<file path="src/rtl/vic8_pkg.sv">
package vic8_pkg;
  typedef enum logic {TRIG_EDGE = 1'b0, TRIG_LEVEL = 1'b1} trig_e;
  typedef enum logic {RSEL_REQ = 1'b0, RSEL_SRV = 1'b1} rsel_e;
endpackage

</file>
<file path="src/rtl/vic8_req_sync.sv">
module vic8_req_sync
  import vic8_pkg::*;
#(
  parameter int NLVL        = 8,
  parameter int SYNC_STAGES = 2
) (
  input  logic            clk,
  input  logic            rst,
  input  logic [NLVL-1:0] irq_in,
  input  trig_e           trig,
  input  logic [NLVL-1:0] clr_vec,
  output logic [NLVL-1:0] irr
);
  localparam int TOP = SYNC_STAGES - 1;

  for (genvar g = 0; g < NLVL; g++) begin : g_lane
    logic [SYNC_STAGES-1:0] sh_q;
    logic                   prev_q;
    logic                   req_q;

    always_ff @(posedge clk) begin
      if (rst) begin
        sh_q   <= '0;
        prev_q <= 1'b0;
        req_q  <= 1'b0;
      end else begin
        sh_q   <= {sh_q[TOP-1:0], irq_in[g]};
        prev_q <= sh_q[TOP];
        if (trig == TRIG_LEVEL) begin
          req_q <= sh_q[TOP];
        end else if (sh_q[TOP] && !prev_q) begin
          req_q <= 1'b1;
        end else if (clr_vec[g]) begin
          req_q <= 1'b0;
        end
      end
    end

    assign irr[g] = req_q;
  end
endmodule

</file>
<file path="src/rtl/vic8_prio.sv">
module vic8_prio #(
  parameter int NLVL = 8,
  parameter int LW   = $clog2(NLVL)
) (
  input  logic [NLVL-1:0] irr,
  input  logic [NLVL-1:0] mask,
  input  logic [NLVL-1:0] isr,
  output logic            beat,
  output logic [LW-1:0]   win_idx,
  output logic [NLVL-1:0] win_1h,
  output logic [NLVL-1:0] top_srv_1h
);
  logic [NLVL-1:0] pend;
  logic            pend_any;
  logic            srv_any;
  logic [LW-1:0]   srv_idx;

  assign pend = irr & ~mask;

  always_comb begin
    pend_any = 1'b0;
    win_idx  = '0;
    srv_any  = 1'b0;
    srv_idx  = '0;
    for (int i = NLVL - 1; i >= 0; i--) begin
      if (pend[i]) begin
        pend_any = 1'b1;
        win_idx  = LW'(i);
      end
      if (isr[i]) begin
        srv_any = 1'b1;
        srv_idx = LW'(i);
      end
    end
    beat       = pend_any && (!srv_any || (win_idx < srv_idx));
    win_1h     = NLVL'(1) << win_idx;
    top_srv_1h = srv_any ? (NLVL'(1) << srv_idx) : '0;
  end
endmodule

</file>
<file path="src/rtl/vic8_cpu_port.sv">
module vic8_cpu_port
  import vic8_pkg::*;
#(
  parameter int DW     = 8,
  parameter int NLVL   = 8,
  parameter int BASE_W = DW - $clog2(NLVL)
) (
  input  logic              clk,
  input  logic              rst,
  input  logic              cs_n,
  input  logic              wr_n,
  input  logic              addr,
  input  logic [DW-1:0]     wdata,
  output logic [NLVL-1:0]   mask_q,
  output trig_e             trig_q,
  output rsel_e             rsel_q,
  output logic [BASE_W-1:0] base_q,
  output logic              eoi_q
);
  localparam int B_CFG  = DW - 1;
  localparam int B_TRIG = DW - 2;
  localparam int B_EOI  = DW - 3;

  logic wr_hit, cfg_hit, op_hit;

  assign wr_hit  = !cs_n && !wr_n;
  assign cfg_hit = wr_hit && !addr && wdata[B_CFG] && (wdata[B_EOI:BASE_W] == '0);
  assign op_hit  = wr_hit && !addr && !wdata[B_CFG] && !wdata[B_TRIG]
                   && (wdata[B_EOI-1:2] == '0);

  always_ff @(posedge clk) begin
    if (rst) begin
      mask_q <= '1;
      trig_q <= TRIG_EDGE;
      rsel_q <= RSEL_REQ;
      base_q <= '0;
      eoi_q  <= 1'b0;
    end else begin
      eoi_q <= 1'b0;
      if (wr_hit && addr) begin
        mask_q <= wdata[NLVL-1:0];
      end
      if (cfg_hit) begin
        trig_q <= trig_e'(wdata[B_TRIG]);
        base_q <= wdata[BASE_W-1:0];
      end
      if (op_hit) begin
        eoi_q <= wdata[B_EOI];
        if (wdata[1]) begin
          rsel_q <= rsel_e'(wdata[0]);
        end
      end
    end
  end
endmodule

</file>
<file path="src/rtl/vic8_ctrl.sv">
module vic8_ctrl
  import vic8_pkg::*;
#(
  parameter int NLVL        = 8,
  parameter int DW          = 8,
  parameter int SYNC_STAGES = 2
) (
  input  logic            clk,
  input  logic            rst,
  input  logic [NLVL-1:0] irq_in,
  input  logic            cs_n,
  input  logic            rd_n,
  input  logic            wr_n,
  input  logic            addr,
  input  logic [DW-1:0]   wdata,
  input  logic            inta_n,
  output logic            int_out,
  output logic [DW-1:0]   dbus_out,
  output logic            dbus_oe
);
  localparam int LW     = $clog2(NLVL);
  localparam int BASE_W = DW - LW;

  logic [NLVL-1:0]   irr, mask_q, isr_q;
  logic [NLVL-1:0]   win_1h, top_srv_1h, clr_vec, isr_set, isr_clr;
  logic [LW-1:0]     win_idx;
  logic [BASE_W-1:0] base_q;
  logic              beat, eoi_q, inta_q, ack_start, commit;
  trig_e             trig_q;
  rsel_e             rsel_q;
  logic [DW-1:0]     rd_val;

  vic8_cpu_port #(.DW(DW), .NLVL(NLVL), .BASE_W(BASE_W)) port_i (
    .clk(clk), .rst(rst), .cs_n(cs_n), .wr_n(wr_n), .addr(addr), .wdata(wdata),
    .mask_q(mask_q), .trig_q(trig_q), .rsel_q(rsel_q), .base_q(base_q), .eoi_q(eoi_q)
  );

  vic8_req_sync #(.NLVL(NLVL), .SYNC_STAGES(SYNC_STAGES)) req_i (
    .clk(clk), .rst(rst), .irq_in(irq_in), .trig(trig_q), .clr_vec(clr_vec), .irr(irr)
  );

  vic8_prio #(.NLVL(NLVL), .LW(LW)) prio_i (
    .irr(irr), .mask(mask_q), .isr(isr_q), .beat(beat), .win_idx(win_idx),
    .win_1h(win_1h), .top_srv_1h(top_srv_1h)
  );

  assign ack_start = !inta_n && inta_q;
  assign commit    = ack_start && beat;
  assign isr_set   = commit ? win_1h : '0;
  assign isr_clr   = eoi_q ? top_srv_1h : '0;
  assign clr_vec   = (commit && trig_q == TRIG_EDGE) ? win_1h : '0;
  assign rd_val    = addr ? DW'(mask_q) : ((rsel_q == RSEL_SRV) ? DW'(isr_q) : DW'(irr));

  always_ff @(posedge clk) begin
    if (rst) begin
      isr_q    <= '0;
      inta_q   <= 1'b1;
      int_out  <= 1'b0;
      dbus_out <= '0;
      dbus_oe  <= 1'b0;
    end else begin
      inta_q  <= inta_n;
      int_out <= beat;
      isr_q   <= (isr_q & ~isr_clr) | isr_set;
      if (ack_start) begin
        dbus_out <= {base_q, beat ? win_idx : {LW{1'b1}}};
        dbus_oe  <= 1'b1;
      end else if (!inta_n) begin
        dbus_oe  <= 1'b1;
      end else if (!cs_n && !rd_n) begin
        dbus_out <= rd_val;
        dbus_oe  <= 1'b1;
      end else begin
        dbus_oe  <= 1'b0;
      end
    end
  end
endmodule

</file>
<file path="config.mk">
export PLATFORM = sky130hd
export DESIGN_NAME = vic8_ctrl
export DESIGN_NICKNAME = d
export VERILOG_FILES = /design/src/rtl/vic8_pkg.sv /design/src/rtl/vic8_req_sync.sv /design/src/rtl/vic8_prio.sv /design/src/rtl/vic8_cpu_port.sv /design/src/rtl/vic8_ctrl.sv
export SDC_FILE = /design/constraint.sdc
export NUM_CORES = 1
export LEC_CHECK = 0
export BUFFER_PORTS_ARGS = -buffer_cell sky130_fd_sc_hd__buf_2
export CORE_ASPECT_RATIO = 2
export CORE_MARGIN = 2
export CORE_UTILIZATION = 62
export CTS_CLUSTER_DIAMETER = 120
export DETAILED_ROUTE_END_ITERATION = 10
export GPL_TIMING_DRIVEN = 0
export PLACE_DENSITY = 0.84
export REMOVE_ABC_BUFFERS = 1
export SETUP_SLACK_MARGIN = 0.05
export SLEW_MARGIN = 25
export SYNTH_ARGS = -nofsm -noshare
export SYNTH_HDL_FRONTEND = slang
export SYNTH_SLANG_ARGS = --single-unit
export TNS_END_PERCENT = 5
</file>
<file path="constraint.sdc">
create_clock -name clk -period 4.8 [get_ports clk]
set_input_delay 0.72 -clock clk [delete_from_list [all_inputs] [get_ports clk]]
set_output_delay 0.72 -clock clk [all_outputs]
set_load 0.005 [all_outputs]
</file>
==> impl_metrics.json, run 1 <==
{
  "grt_pass1_vias": 2345,
  "synthCells": 322,
  "num_vias": 2455,
  "hold_depth": 1,
  "path_class": "reg -> reg",
  "crit_path_end_kind": "flop",
  "max_slew_margin": 0.348,
  "gr-total-overflow": 0,
  "synth-edff-count": 0,
  "final_common_cell": "dfxtp_1",
  "synthToLayoutAreaGrowth_pct": 12.4,
  "via_per_inst": 5.99,
  "cap_violations": 0,
  "placed_area_um2": 3040,
  "numPortBuffers": 32,
  "setup_viol": 0,
  "holdBufCountCts": 0,
  "yosys_most_used_dff": "dfxtp_1",
  "dp_slack_ps": 2300,
  "synth_top_area_share": 0.468,
  "worst_ep_required_time_ps": 5040,
  "nets": 375,
  "wl_per_cell_um": 16.1,
  "cp-start-kind": "flop",
  "io_pins": 33,
  "synth_mux_area_frac": 0.0803,
  "antenna_found_initial": 0,
  "globalRouteTotalUtil": 0.281,
  "root_buffer": "clkbuf_8",
  "p_leak_nw": 1.24,
  "synth_xor_area_frac": 0,
  "synth_top_family_by_area": "simple AND/OR/NAND/NOR gates",
  "yosysWarningCount": 0,
  "min_period_over_period": 0.523,
  "post_cts_buffers": 0,
  "p_per_area_nw_per_um2": 338,
  "die_w_um": 52.1,
  "core_um2": 4510,
  "gp_congestion": 0.974,
  "finalHoldViolCount": 0,
  "synthesis.area_um2": 2870,
  "dieArea_um2": 5220,
  "synthDistinctLibCells": 42,
  "fin_tns_setup_ps": 0,
  "timing.final.ws_setup_ps": 2290,
  "ys_ff_latch": 67,
  "grt_pass1_wl_um": 10800,
  "cts_sinks": 67,
  "clkTransAtPathRegs_ps": 70,
  "synth_compound_area_frac": 0.160,
  "worst_pin_slew_ps": 978,
  "num_rows": 35,
  "async_reset_ff_frac": 0,
  "initial_core_util": 0.636,
  "routed_wl_um": 6600,
  "drcViolationCount": 0,
  "dp.final_hpwl_um": 4660,
  "fin_area_um2": 3220,
  "clock_skew_ps": 8.65,
  "syn_area_per_cell_um2": 8.91,
  "synth.area.top_cells": "dfxtp_1, mux2i_1, nor2b_1, nor2_1, nand2_1",
  "die_h_um": 100,
  "crit_fanout": 5,
  "status": "finished clean",
  "synthAdderAreaFrac": 0.00873,
  "yosysSeqAreaShare": 0.468,
  "clk_latency_ps": 350,
  "slew_violations": 0,
  "hold_path_class": "reg -> reg",
  "yosys.area.top_type": "dfxtp_1",
  "cts_tree": "built",
  "synth-simple-area-share": 0.253,
  "fillers": 347,
  "cts_max_path_buffers": 2,
  "fmax_mhz": 398,
  "cts_resized": 0,
  "rsz0062_at_grt": "no",
  "antennaDiodeCount": 0,
  "r2r_cells": 9,
  "cts_buffers": 9,
  "first_iter_violations": 80,
  "dr.pass1.iters": 5,
  "h-tree-depth": 3,
  "arrival_ps": 2750,
  "postRouteAntennaNets": 0,
  "final_cell_mix": "dfxtp_1, nor2_1, nor2b_1",
  "peakVddDrop_mv": 0.278,
  "period_needed_ps": 2510,
  "grt_max_degree": 56,
  "drive_above_1_share": 0.155
}
logic make-up (layout without fill, tap and decap cells):
group | Yosys count | in the layout
multiplexers | 23 | 23
flip-flops | 67 | 67
buffers and inverters | 23 | 56
AND/OR/NAND/NOR | 138 | 138
AO/OA/AOI/OAI | 69 | 69
adder cells (fa/ha/maj) | 2 | 2
synth_stat cells, types with 2 or more instances:
cell,instances
dfxtp_1,67
nor2_1,36
nor2b_1,34
nand2_1,28
mux2i_1,23
a21oi_1,20
nand2b_1,16
clkbuf_1,13
o21ai_0,12
inv_1,8
a32o_1,6
nor3_1,6
o211ai_1,6
nand3_1,5
a211oi_1,4
o31ai_1,4
o21ai_1,3
a311oi_1,2
ha_1,2
nand3b_1,2
nor3b_1,2
nor4_1,2
o21a_1,2
area by class of cell:
cell class              instances  area, um^2  area share
repair buffers                 32         160      0.0497
flip-flops and latches         67        1340       0.416
clock inverters                 6        41.3      0.0128
multi-input cells             232        1440       0.448
inverters                       8        30.0     0.00932
well taps                      55        68.8      0.0214
clock buffers                  10         138      0.0427
report_power, final:
part	total (mW)	internal (mW)	switching, mW
Combinational	0.0874	0.0380	0.0494
Clock	0.413	0.200	0.213
Sequential	0.590	0.577	0.0122
Total	1.09	0.815	0.275
critical path, cell delays in order (launching register included):
cell	delay (ps)
dfxtp_1	420
nor2b_1	100
nor2_1	210
nand3_1	170
nor2_1	150
ha_1	250
a21oi_1	190
a32oi_1	130
or4_1	490
a32o_1	290
through the flow:
step	hold WS, ps	std cells	utilization	total power [mW]
floorplan	414	307	-	0.647
global placement	416	394	0.674	0.683
detailed placement	425	394	0.675	0.688
CTS	441	410	0.715	1.10
global route	465	410	0.715	1.13
finish	439	410	0.715	1.09
path summary, 6_finish.rpt:
kind / start / slack (ps) / end
max: port_i.mask_q[3]$_SDFFE_PP1P_ / 2290 / req_i.g_lane[1].req_q$_SDFFE_PP0P_
min: req_i.g_lane[7].sh_q[0]$_SDFF_PP0_ / 440 / req_i.g_lane[7].sh_q[1]$_SDFF_PP0_
max reg2reg: port_i.mask_q[3]$_SDFFE_PP1P_ / 2290 / req_i.g_lane[1].req_q$_SDFFE_PP0P_
min reg2reg: req_i.g_lane[7].sh_q[0]$_SDFF_PP0_ / 440 / req_i.g_lane[7].sh_q[1]$_SDFF_PP0_
state kept, by name, summed over array words and instances, names as in the netlist, 5 cells and up:
name,count
isr_q,8
port_i.base_q,5
req_i.g_lane.req_q,8
dbus_out,8
port_i.mask_q,8
req_i.g_lane.sh_q,16
req_i.g_lane.prev_q,8
metal layers:
layer / share of wire / up-vias / GRT usage
li1: - / 1184 / -
met5: 0 / - / 0
met1: 0.41 / 1164 / 0.332
met4: 0.031 / 0 / 0.148
met3: 0.051 / 19 / 0.0774
met2: 0.50 / 88 / 0.451
(Power assumes the default switching activity.)
==> run 2, diff against run 1 <==
--- a/config.mk
+++ b/config.mk
@@ -8,11 +8,11 @@
 export BUFFER_PORTS_ARGS = -buffer_cell sky130_fd_sc_hd__buf_2
 export CORE_ASPECT_RATIO = 2
 export CORE_MARGIN = 2
-export CORE_UTILIZATION = 62
+export CORE_UTILIZATION = 57
 export CTS_CLUSTER_DIAMETER = 120
 export DETAILED_ROUTE_END_ITERATION = 10
 export GPL_TIMING_DRIVEN = 0
-export PLACE_DENSITY = 0.84
+export PLACE_DENSITY = 0.78
 export REMOVE_ABC_BUFFERS = 1
 export SETUP_SLACK_MARGIN = 0.05
 export SLEW_MARGIN = 25
==> constraint.sdc (replaced) <==
create_clock -name clk -period 2.4 [get_ports clk]
set_input_delay 0.36 -clock clk [delete_from_list [all_inputs] [get_ports clk]]
set_output_delay 0.36 -clock clk [all_outputs]
set_load 0.005 [all_outputs]
==> run 2 against run 1 <==
  * The run now ends with negative setup slack left
  * Count of clock-buffer cells in the layout rose by 4
  * Via count shrank 1.1%
  * Core utilization decreased by 1.6 points
  * Global-route usage decreased by 2.5 points
  * Die area is 8.3% higher
  * Sequential share of layout area is 1.8 points lower
  * Final cell count increased by 2.2%
  * Largest cell class unchanged
==> impl_metrics.json, run 2 (synthesis results as in run 1) <==
{
  "crit_fanout": 3,
  "antennaDiodeCount": 0,
  "fillers": 390,
  "path_class": "reg -> reg",
  "period_needed_ps": 2410,
  "p_per_area_nw_per_um2": 644,
  "slew_violations": 0,
  "core_um2": 4860,
  "num_vias": 2428,
  "cp-start-kind": "flop",
  "violations": "negative setup slack",
  "clk_latency_ps": 350,
  "p_switching_uw": 519,
  "grt_max_degree": 56,
  "power_frac_seq": 0.540,
  "slowest_delay_ps": 550,
  "io_pins": 33,
  "status": "complete, but fails checks",
  "drcViolationCount": 0,
  "clkTransAtPathRegs_ps": 60,
  "fin_area_um2": 3400,
  "postRouteAntennaNets": 0,
  "nets": 382,
  "via_per_inst": 5.79,
  "min_period_over_period": 1.00,
  "crit_chain": "nor2b_2 > o211ai_1 > a21oi_1 > ha_1 > a21oi_4 > a32oi_4 > or4_4 > a32o_1",
  "globalRouteTotalUtil": 0.256,
  "grt_pass1_vias": 2249,
  "dp.cells": 397,
  "cts_buffers": 9,
  "die_h_um": 104,
  "gr-total-overflow": 0,
  "p_sw_frac": 0.237,
  "crit_path_end_kind": "flop",
  "final_cell_mix": "dfxtp_1, nor2_1, buf_2",
  "max_slew_margin": 0.358,
  "gp_congestion": 0.975,
  "dp.final_hpwl_um": 4640,
  "clockPowerShare": 0.374,
  "root_buffer": "clkbuf_8",
  "cts_tree": "built",
  "setup_viol": 1,
  "hold_path_class": "in -> reg",
  "grt_pass1_wl_um": 10400,
  "rsz0062_at_grt": "yes",
  "antenna_found_initial": 0,
  "combPwrFrac": 0.086,
  "placed_area_um2": 3050,
  "numPortBuffers": 32,
  "p_int_mw": 1.67,
  "fmax_mhz": 415,
  "cts_max_path_buffers": 2,
  "largest_register": "req_i.g_lane.sh_q",
  "cap_violations": 0,
  "timing.final.ws_setup_ps": -9.57,
  "p_leak_nw": 1.33,
  "wl_per_cell_um": 16.5,
  "stdcell_count": 419,
  "worst_pin_slew_ps": 963,
  "cts_sinks": 67,
  "routed_wl_um": 6910,
  "first_iter_violations": 81,
  "num_rows": 36,
  "peakVddDrop_mv": 0.646,
  "clock_skew_ps": 11.3,
  "final_common_cell": "dfxtp_1",
  "dieArea_um2": 5650,
  "dr.pass1.iters": 4,
  "h-tree-depth": 3,
  "synthToLayoutAreaGrowth_pct": 18.5,
  "drive_above_1_share": 0.235,
  "worst_ep_required_time_ps": 2640,
  "largest_reg_flops": 16,
  "die_w_um": 54.2,
  "finalHoldViolCount": 0,
  "crit_slowest_cell": "or4_4",
  "fin_tns_setup_ps": -9.57,
  "dp_slack_ps": -345,
  "initial_core_util": 0.590,
  "hold_slack_ps": 221,
  "arrival_ps": 2650
}
==> run 2: cell count changes in the layout (fill, tap and decap cells not counted), moves of 2 or more <==
cell	delta
dfxtp_1	-10
dfxtp_2	+10
buf_4	+7
clkbuf_1	+3
clkinvlp_4	-3
nand2b_1	-3
nor2b_1	-3
nand2b_4	+2
nor2_1	-2
nor2b_2	+2
o21ai_1	-2
==> run 2: worst paths after layout <==
kind / start / endpoint / slack (ps) / cells past startpoint
hold / removal: irq_in[0] / req_i.g_lane[0].sh_q[0]$_SDFF_PP0_ / 220 / 2
setup reg to reg: req_i.g_lane[6].req_q$_SDFFE_PP0P_ / req_i.g_lane[1].req_q$_SDFFE_PP0P_ / -10 / 8
hold reg to reg: req_i.g_lane[2].sh_q[0]$_SDFF_PP0_ / req_i.g_lane[2].sh_q[1]$_SDFF_PP0_ / 440 / 1
setup / recovery: req_i.g_lane[6].req_q$_SDFFE_PP0P_ / req_i.g_lane[1].req_q$_SDFFE_PP0P_ / -10 / 8
==> run 2: power by group through the flow <==
stage          Combinational [mW]  Clock [mW]  Sequential, mW
6_report                    0.187       0.818            1.18
2_1_floorplan              0.0972           0            1.20
4_1_cts                     0.177       0.845            1.18
3_5_place_dp                0.174           0            1.20
3_3_place_gp                0.167           0            1.20
5_1_grt                     0.207       0.886            1.19
==> run 2: critical path: cells and delay by family (launching register included) <==
family                   cells  cell delay, ps
AO/OA/AOI/OAI                5             990
AND/OR/NAND/NOR              2             740
flip-flops                   1             330
adder cells (fa/ha/maj)      1             240
==> run 2: what timing repair did <==
item,CTS,global route
pin swaps,1,11
buffers inserted,0,6
hold buffers,0,0
resized for setup,10,23
endpoints found under the setup margin,19,11
==> run 2: area by class of cell <==
cell class | count | area (um^2) | share of cell area
inverters | 8 | 30.0 | 0.00884
clock inverters | 2 | 10.0 | 0.00295
repair buffers | 39 | 213 | 0.0626
well taps | 57 | 71.3 | 0.0210
clock buffers | 14 | 163 | 0.0479
multi-input cells | 232 | 1560 | 0.458
flip-flops and latches | 67 | 1350 | 0.399
==> run 2: through the flow <==
step	power (mW)	util
6_report	2.19	0.698
5_1_grt	2.28	0.698
4_1_cts	2.20	0.672
2_1_floorplan	1.29	-
3_3_place_gp	1.37	0.625
3_5_place_dp	1.38	0.628
==> run 2: per-layer routing <==
layer / share of wire / vias up / GRT usage
met2: 0.52 / 82 / 0.409
met4: 0.063 / 0 / 0.220
met3: 0.045 / 33 / 0.0733
li1: - / 1191 / -
met1: 0.37 / 1122 / 0.250
met5: 0 / - / 0
==> run 3, diff against run 2 <==
--- a/config.mk
+++ b/config.mk
@@ -6,13 +6,15 @@
 export NUM_CORES = 1
 export LEC_CHECK = 0
 export BUFFER_PORTS_ARGS = -buffer_cell sky130_fd_sc_hd__buf_2
+export CELL_PAD_IN_SITES_DETAIL_PLACEMENT = 1
+export CELL_PAD_IN_SITES_GLOBAL_PLACEMENT = 1
 export CORE_ASPECT_RATIO = 2
 export CORE_MARGIN = 2
-export CORE_UTILIZATION = 57
+export CORE_UTILIZATION = 44
 export CTS_CLUSTER_DIAMETER = 120
 export DETAILED_ROUTE_END_ITERATION = 10
 export GPL_TIMING_DRIVEN = 0
-export PLACE_DENSITY = 0.78
+export PLACE_DENSITY_LB_ADDON = 0.1
 export REMOVE_ABC_BUFFERS = 1
 export SETUP_SLACK_MARGIN = 0.05
 export SLEW_MARGIN = 25
==> run 3 against run 2 <==
  * The flow now finishes without violations
  * Via count increased by 1.5%
  * First-iteration DRC count decreased by 27%
  * Total power rose by 35%
  * Final cell count grew 6.4%
  * Routed wire length rose by 13%
  * Register-to-register slack improved by 170 ps
  * Sequential cell count stayed put
  * Non-clock buffer count fell by 2
  * Critical path type unchanged
  * Highest routed layer unchanged
==> impl_metrics.json, run 3 (synthesis results as in run 1) <==
{
  "drcViolationCount": 0,
  "final_common_cell": "dfxtp_1",
  "hold_slack_ps": 241,
  "via_per_inst": 5.53,
  "fillers": 750,
  "worst_ep_required_time_ps": 2620,
  "dp.final_hpwl_um": 5530,
  "num_vias": 2465,
  "grt_pass1_vias": 2555,
  "cts_tree": "built",
  "p_sw_frac": 0.200,
  "cts_sinks": 67,
  "core_um2": 6310,
  "dr.pass1.iters": 4,
  "slew_violations": 0,
  "min_period_over_period": 0.934,
  "p_leak_nw": 1.40,
  "hold_path_class": "in -> reg",
  "final_cell_mix": "dfxtp_1, nor2b_1, nor2_1, buf_2, nand2_1",
  "p_int_mw": 2.36,
  "globalRouteTotalUtil": 0.234,
  "die_h_um": 118,
  "crit_fanout": 5,
  "cts_max_path_buffers": 2,
  "cp-start-kind": "flop",
  "initial_core_util": 0.454,
  "r2r_start": "req_i.g_lane[2].req_q$_SDFFE_PP0P_",
  "final_util": 0.572,
  "drive_above_1_share": 0.239,
  "postRouteAntennaNets": 0,
  "worst_pin_slew_ps": 998,
  "grt_pass1_wl_um": 12300,
  "power_frac_seq": 0.402,
  "peakVddDrop_mv": 0.501,
  "synthToLayoutAreaGrowth_pct": 25.9,
  "ff2ff_setup_slack_ps": 160,
  "max_slew_margin": 0.335,
  "power_mw": 2.95,
  "p_per_area_nw_per_um2": 817,
  "hold_depth": 2,
  "cap_violations": 0,
  "period_needed_ps": 2240,
  "gr-total-overflow": 0,
  "placed_area_um2": 3090,
  "crit_path_end_kind": "flop",
  "largest_register": "req_i.g_lane.sh_q",
  "routed_wl_um": 7830,
  "combPwrFrac": 0.064,
  "die_w_um": 61.1,
  "cts_buffers": 9,
  "wl_per_cell_um": 17.6,
  "hold_start": "irq_in[6]",
  "clk_latency_ps": 330,
  "path_class": "reg -> reg",
  "timing.final.ws_setup_ps": 159,
  "status": "finished clean",
  "fin_area_um2": 3610,
  "p_switching_uw": 591,
  "hold_path_end": "req_i.g_lane[6].sh_q[0]$_SDFF_PP0_",
  "grt_max_degree": 56,
  "root_buffer": "clkbuf_16",
  "h-tree-depth": 3,
  "holdBufCountCts": 0,
  "dieArea_um2": 7220,
  "clockPowerShare": 0.534,
  "fmax_mhz": 446,
  "setup_viol": 0,
  "fin_tns_setup_ps": 0,
  "arrival_ps": 2460,
  "io_pins": 33,
  "stdcell_count": 446,
  "rsz0062_at_grt": "no",
  "dp_slack_ps": -254,
  "gp_congestion": 0.910,
  "nets": 380,
  "dp.cells": 426,
  "numPortBuffers": 32,
  "largest_reg_flops": 16,
  "finalHoldViolCount": 0,
  "r2r_cells": 9,
  "clock_skew_ps": 2.63,
  "first_iter_violations": 59,
  "num_rows": 41,
  "antenna_found_initial": 0,
  "clkTransAtPathRegs_ps": 50,
  "reg2reg_to": "req_i.g_lane[1].req_q$_SDFFE_PP0P_",
  "antennaDiodeCount": 0
}
[run 3: changes by cell type in the layout (fill, tap and decap cells not counted), sizes merged]
cell | previous run | this run
buf | 39 | 37
clkbuf | 14 | 11
clkinv | 2 | 1
bufinv | 0 | 4
[run 3: layout make-up]
class	instances	area [um^2]	share of cell area
inverter	8	30.0	0.00832
timing repair buffer	37	198	0.0548
clock buffer	11	233	0.0645
sequential	67	1350	0.375
clock inverter	5	125	0.0347
tap	86	108	0.0298
multi-input combinational	232	1560	0.433
[run 3: layer usage]
metal  GRT usage  part of all wire  up-vias  wire, um
met1       0.233              0.37     1204      2890
met4       0.164             0.055        0       429
met3      0.0470             0.023       26       183
met2       0.402              0.55       44      4330
li1            -                 -     1191         -
met5           0                 0        -         0
[run 3: power by group through the flow]
stage | sequential (mW) | combinational, mW | clock [mW]
floorplan | 1.20 | 0.0972 | 0
global placement | 1.20 | 0.172 | 0
detailed placement | 1.20 | 0.179 | 0
CTS | 1.18 | 0.186 | 1.60
global route | 1.19 | 0.211 | 1.66
finish | 1.18 | 0.190 | 1.57
[run 3: worst max path at each step]
stage | to | cells past startpoint | from
2_1_floorplan | req_i.g_lane[1].req_q$_SDFFE_PP0P_ | 9 | req_i.g_lane[2].req_q$_SDFFE_PP0P_
3_3_place_gp | req_i.g_lane[2].req_q$_SDFFE_PP0P_ | 9 | port_i.mask_q[4]$_SDFFE_PP1P_
3_5_place_dp | req_i.g_lane[2].req_q$_SDFFE_PP0P_ | 9 | req_i.g_lane[2].req_q$_SDFFE_PP0P_
4_1_cts | req_i.g_lane[1].req_q$_SDFFE_PP0P_ | 9 | req_i.g_lane[3].req_q$_SDFFE_PP0P_
5_1_grt | req_i.g_lane[1].req_q$_SDFFE_PP0P_ | 7 | isr_q[0]$_SDFF_PP0_
6_report | req_i.g_lane[1].req_q$_SDFFE_PP0P_ | 9 | req_i.g_lane[2].req_q$_SDFFE_PP0P_
[run 3: timing repair]
action / CTS / global route
endpoints found under the setup margin: 15 / 11
buffers inserted: 1 / 3
pin swaps: 0 / 7
gates resized for setup: 14 / 19
[run 3: worst max-delay path, stage by stage, from the launching register on]
cell and delay, ps:
dfxtp_1 340, nor2b_4 150, nor2_4 160, nand3_2 120, nor2_2 140, ha_4 230
a21oi_4 160, a32oi_4 100, or4_4 460, a32o_1 270
